File: config.mk
export PLATFORM = sky130hd
export DESIGN_NAME = psr_ctrl
export DESIGN_NICKNAME = d
export VERILOG_FILES = /design/src/rtl/psr_pkg.sv /design/src/rtl/psr_chg_unit.sv /design/src/rtl/psr_state_reg.sv /design/src/rtl/psr_rd_port.sv /design/src/rtl/psr_ctrl.sv
export SDC_FILE = /design/constraint.sdc
export NUM_CORES = 1
export LEC_CHECK = 0
export BUFFER_PORTS_ARGS = -buffer_cell sky130_fd_sc_hd__buf_4
export CELL_PAD_IN_SITES_DETAIL_PLACEMENT = 0
export CELL_PAD_IN_SITES_GLOBAL_PLACEMENT = 2
export CORE_MARGIN = 4
export CORE_UTILIZATION = 26
export CTS_CLUSTER_SIZE = 20
export DETAILED_ROUTE_END_ITERATION = 16
export PLACE_DENSITY = 0.84
export REMOVE_ABC_BUFFERS = 1
export SLEW_MARGIN = 20
export SYNTH_ARGS = -nofsm -noshare
export SYNTH_HDL_FRONTEND = slang
export SYNTH_HIERARCHICAL = 1
export SYNTH_SLANG_ARGS = --single-unit
File: constraint.sdc
create_clock -name clk -period 2.17 [get_ports clk]
set_clock_uncertainty 0.2 [all_clocks]
set_input_delay 0.434 -clock clk [delete_from_list [all_inputs] [get_ports clk]]
set_output_delay 0.434 -clock clk [all_outputs]
set_load 0.01 [all_outputs]
File: src/rtl/psr_pkg.sv
package psr_pkg;
  localparam int MODE_W = 5;
  localparam int IMM_W  = 10;
  localparam int FLAG_W = 5;
  localparam int WORD_W = 32;

  localparam logic [MODE_W-1:0] MODE_USER = 5'b10000;
  localparam logic [MODE_W-1:0] MODE_SVC  = 5'b10011;
  localparam logic [WORD_W-1:0] RD_MASK   = 32'hF8FF03DF;

  // immediate field positions of the state-change command
  localparam int IMM_F_SEL = 5;
  localparam int IMM_I_SEL = 6;
  localparam int IMM_A_SEL = 7;
  localparam int IMM_MODE  = 8;
  localparam int IMM_EN    = 9;

  // status word positions
  localparam int W_FLAG_LO = WORD_W - FLAG_W;
  localparam int W_E = 9;
  localparam int W_A = 8;
  localparam int W_I = 7;
  localparam int W_F = 6;

  typedef enum logic [1:0] {
    CMD_CHG  = 2'b00,
    CMD_END  = 2'b01,
    CMD_READ = 2'b10,
    CMD_NONE = 2'b11
  } psr_cmd_e;

  typedef struct packed {
    logic [MODE_W-1:0] mode;
    logic f;
    logic i;
    logic a;
    logic e;
  } psr_fields_t;

  localparam psr_fields_t PSR_RESET = '{mode: MODE_SVC, f: 1'b1, i: 1'b1, a: 1'b1, e: 1'b0};
endpackage

File: src/rtl/psr_chg_unit.sv
module psr_chg_unit
  import psr_pkg::*;
(
  input  psr_fields_t        cur,
  input  logic [IMM_W-1:0]   imm,
  input  logic               nmfi_lock,
  output psr_fields_t        nxt
);
  localparam int NMASK = 3;

  logic [NMASK-1:0] cur_m;
  logic [NMASK-1:0] sel_m;
  logic [NMASK-1:0] nxt_m;
  logic [NMASK-1:0] set_ok;

  assign cur_m  = {cur.a, cur.i, cur.f};
  assign sel_m  = {imm[IMM_A_SEL], imm[IMM_I_SEL], imm[IMM_F_SEL]};
  assign set_ok = {1'b1, 1'b1, ~nmfi_lock};

  genvar g;
  generate
    for (g = 0; g < NMASK; g++) begin : g_mask
      always_comb begin
        nxt_m[g] = cur_m[g];
        if (sel_m[g]) begin
          if (imm[IMM_EN]) nxt_m[g] = 1'b0;
          else if (set_ok[g]) nxt_m[g] = 1'b1;
        end
      end
    end
  endgenerate

  always_comb begin
    nxt = cur;
    if (cur.mode != MODE_USER) begin
      nxt.f = nxt_m[0];
      nxt.i = nxt_m[1];
      nxt.a = nxt_m[2];
      if (imm[IMM_MODE]) nxt.mode = imm[MODE_W-1:0];
    end
  end
endmodule

File: src/rtl/psr_state_reg.sv
module psr_state_reg
  import psr_pkg::*;
(
  input  logic              clk,
  input  logic              rst_n,
  input  logic              take,
  input  psr_cmd_e          sel,
  input  logic [IMM_W-1:0]  imm,
  input  psr_fields_t       chg_next,
  input  logic              flag_we,
  input  logic [FLAG_W-1:0] flag_in,
  output psr_fields_t       st,
  output logic [FLAG_W-1:0] flags
);
  always_ff @(posedge clk) begin
    if (!rst_n) begin
      st <= PSR_RESET;
    end else if (take) begin
      case (sel)
        CMD_CHG: st   <= chg_next;
        CMD_END: st.e <= imm[0];
        default: st   <= st;
      endcase
    end
  end

  always_ff @(posedge clk) begin
    if (!rst_n) flags <= '0;
    else if (flag_we) flags <= flag_in;
  end
endmodule

File: src/rtl/psr_rd_port.sv
module psr_rd_port
  import psr_pkg::*;
(
  input  logic              clk,
  input  logic              rst_n,
  input  logic              take_rd,
  input  psr_fields_t       st,
  input  logic [FLAG_W-1:0] flags,
  input  logic              rd_ready,
  output logic              rd_valid,
  output logic [WORD_W-1:0] rd_data,
  output logic              cmd_ready
);
  logic [WORD_W-1:0] raw;

  always_comb begin
    raw = '0;
    raw[WORD_W-1:W_FLAG_LO] = flags;
    raw[W_E] = st.e;
    raw[W_A] = st.a;
    raw[W_I] = st.i;
    raw[W_F] = st.f;
    raw[MODE_W-1:0] = st.mode;
  end

  assign cmd_ready = ~rd_valid | rd_ready;

  always_ff @(posedge clk) begin
    if (!rst_n) begin
      rd_valid <= 1'b0;
      rd_data  <= '0;
    end else if (take_rd) begin
      rd_valid <= 1'b1;
      rd_data  <= raw & RD_MASK;
    end else if (rd_ready) begin
      rd_valid <= 1'b0;
    end
  end
endmodule

File: src/rtl/psr_ctrl.sv
module psr_ctrl
  import psr_pkg::*;
(
  input  logic              clk,
  input  logic              rst_n,
  input  logic              cmd_valid,
  output logic              cmd_ready,
  input  logic [1:0]        cmd_sel,
  input  logic [IMM_W-1:0]  cmd_imm,
  input  logic              nmfi_lock,
  input  logic              flag_we,
  input  logic [FLAG_W-1:0] flag_in,
  output logic              rd_valid,
  input  logic              rd_ready,
  output logic [WORD_W-1:0] rd_data,
  output logic [MODE_W-1:0] mode_o,
  output logic              f_o,
  output logic              i_o,
  output logic              a_o,
  output logic              e_o
);
  psr_fields_t       st;
  psr_fields_t       chg_next;
  logic [FLAG_W-1:0] flags;
  logic              take;
  psr_cmd_e          sel;

  assign sel  = psr_cmd_e'(cmd_sel);
  assign take = cmd_valid & cmd_ready;

  psr_chg_unit u_chg (
    .cur(st), .imm(cmd_imm), .nmfi_lock(nmfi_lock), .nxt(chg_next)
  );

  psr_state_reg u_reg (
    .clk(clk), .rst_n(rst_n), .take(take), .sel(sel), .imm(cmd_imm),
    .chg_next(chg_next), .flag_we(flag_we), .flag_in(flag_in),
    .st(st), .flags(flags)
  );

  psr_rd_port u_rd (
    .clk(clk), .rst_n(rst_n), .take_rd(take && (sel == CMD_READ)),
    .st(st), .flags(flags), .rd_ready(rd_ready), .rd_valid(rd_valid),
    .rd_data(rd_data), .cmd_ready(cmd_ready)
  );

  assign mode_o = st.mode;
  assign f_o    = st.f;
  assign i_o    = st.i;
  assign a_o    = st.a;
  assign e_o    = st.e;
endmodule

==> flow_summary.yaml <==
final_layout:
  n_antenna_cell: 0
  area_delta_synth_final_pct: 29.0
  final_nets: 223
  drive_gt1_share_pct: 29.9
  mostFrequentLayoutCells: "buf_4 (50), dfxtp_1 (29), mux2i_1 (27), nor2b_1 (20), conb_1 (18)"
  final_common_cell: "buf_4"
sta:
  hold_violations: 0
  rsz0062_at_grt: "no"
  fin_crit_sh_pct: 88.5
  setup_viol: 0
  fin_crit_ps: 1920
  slew_viol_final: 0
  holdWs_ps: 217
  fin_tns_setup_ps: 0
  max_freq_ghz: 0.521
global_route:
  grt_max_degree: 32
  grt_pass1_vias: 1068
  grt_antenna_before_repair: 0
  grt_first_pass_wirelength_um: 4930
  grt.overflow.total: 0
  grtUsageTotal_pct: 9.86
die:
  die_width_um: 82.3
  dieArea_um2: 6780
  start_util_pct: 27.4
  core-area_um2: 5240
  die_height_um: 82.3
  io_pins: 66
  fp-row-count: 26
route:
  drc_errors: 0
  avgRoutedWirePerCell_um: 11.9
  antenna_left: 0
  first_pass_iters: 4
  vias: 1118
  viasPerCell: 4.13
  drt_wl_total_um: 3230
  first_iter_violations: 44
worst_setup_path:
  cp.arrival_ps: 1950
  critical_path.max_fanout: 5
  reg2reg_from: "u_reg/st[8]"
  reg2reg_slack_ps: 250
  cp-end-kind: "flip-flop"
  cp.required_ps: 2200
  critPathLaunch: "u_reg/st[8]"
  critPathKind: "reg -> reg"
  critPathLaunchType: "flip-flop"
hold_path:
  hold_start: "flag_in[2]"
  min-delay-path-class: "in -> reg"
synthesis:
  synth.area.top_cells: "dfxtp_1 (40%), mux2i_1 (19%), buf_4 (9.9%), nor2b_1 (8.7%), nand2_1 (3.9%)"
  yosys.area.top_type: "dfxtp_1"
  synth_top_area_share_pct: 40.4
  synthesis.area_um2: 1440
  ys_types: 27
  syn_inst: 152
  synth_seq_cells: 29
  ys_seq_area_share_pct: 40.4
  ys.warnings.count: 6
  avgSynthCellArea_um2: 9.45
cts:
  worstSkewPairLatency_ps: 280
  cts.repair.resized: 0
  cts_tree: "yes"
  clk_pin_slew_ps: 70
  cts_root_buffer: "clkbuf_8"
  htreeDepth: 2
  cts_hold_repair.buffers: 0
  cts_max_path_buffers: 2
  cts_buffers: 5
  clock_sinks: 29
  postCtsSetupRepairBufs: 0
placed_design:
  place.port_buffers: 47
  place_congestion: 0.735
  dp_hpwl_um: 2360
pwr:
  p_leak_nw: 0.853
  pwr_density_cell_nw_per_um2: 638
  ir_drop_mv: 0.360
outcome:
  outcome: "complete, no violations"
run:
  max_cap_violations: 0
## metrics by stage
stage	instances	util [%]	setup slack [ps]	power [mW]	instance area (µm²)
2_1_floorplan	143	-	294	0.665	1300
3_3_place_gp	263	33.6	269	0.752	1760
3_5_place_dp	263	33.6	261	0.754	1760
4_1_cts	271	35.4	251	1.20	1850
5_1_grt	271	35.4	149	1.25	1850
6_report	271	35.4	249	1.18	1850
## routing by layer
metal / GRT usage (%) / wire, µm / up-vias
li1: - / - / 562
met3: 3.90 / 295 / 7
met5: 0 / 0 / -
met2: 15.4 / 1450 / 46
met1: 12.1 / 1440 / 503
met4: 3.99 / 44 / 0
## critical path: stages (launching register included)
cell and delay [ps]:
dfxtp_1 410, or3b_4 440, or3_1 360, a311oi_1 300
nand2_1 80, nand3_1 80
## cell type report
cell class	instances	area, µm²
Multi-Input combinational cell	110	703
Fill cell	565	3380
Clock inverter	3	22.5
Inverter	4	15.0
Tap cell	70	87.6
Sequential cell	29	581
Timing Repair Buffer	50	375
Clock buffer	5	68.8
## synth_stat cells
cell type	count
nor4_1	1
nand3_1	10
dfxtp_1	29
buf_2	1
nor3_1	1
mux2i_1	27
and2_1	1
nor3b_2	1
clkbuf_1	3
conb_1	1
buf_6	2
o31ai_1	2
nor2b_1	20
nor2_1	4
a21boi_0	1
a311oi_1	1
or3b_4	1
buf_4	19
a21oi_1	2
inv_1	4
nand2_1	15
o21ai_0	1
and4b_1	1
or3b_1	1
nand2b_1	1
or3_1	1
buf_12	1
## state kept, by name, summed over array words and instances (netlist names)
signal / flops
u_reg/st: 9
u_rd/rd_data: 14
u_rd/rd_valid: 1
u_reg/flags: 5
## cells by family after synthesis
logic type             Yosys count  synth area share, %
other                            1                0.261
buffers and inverters           30                 15.1
AOI/OAI and AO/OA                7                 3.22
DFF                             29                 40.4
muxes                           27                 18.8
and+or+nand+nor                 58                 22.2
## final timing paths
path | end | cells past startpoint
setup / recovery | u_reg/st[3] | 5
hold / removal | u_reg/flags[2] | 3
setup reg to reg | u_reg/st[3] | 5
hold reg to reg | u_rd/rd_data[0] | 2
## report_power, final
part / leakage, nW / switching (mW) / internal [mW]
combinational: 0.580 / 0.0803 / 0.0870
clock: 0.0364 / 0.218 / 0.224
sequential: 0.237 / 0.0181 / 0.555
(Power assumes the default switching activity.)
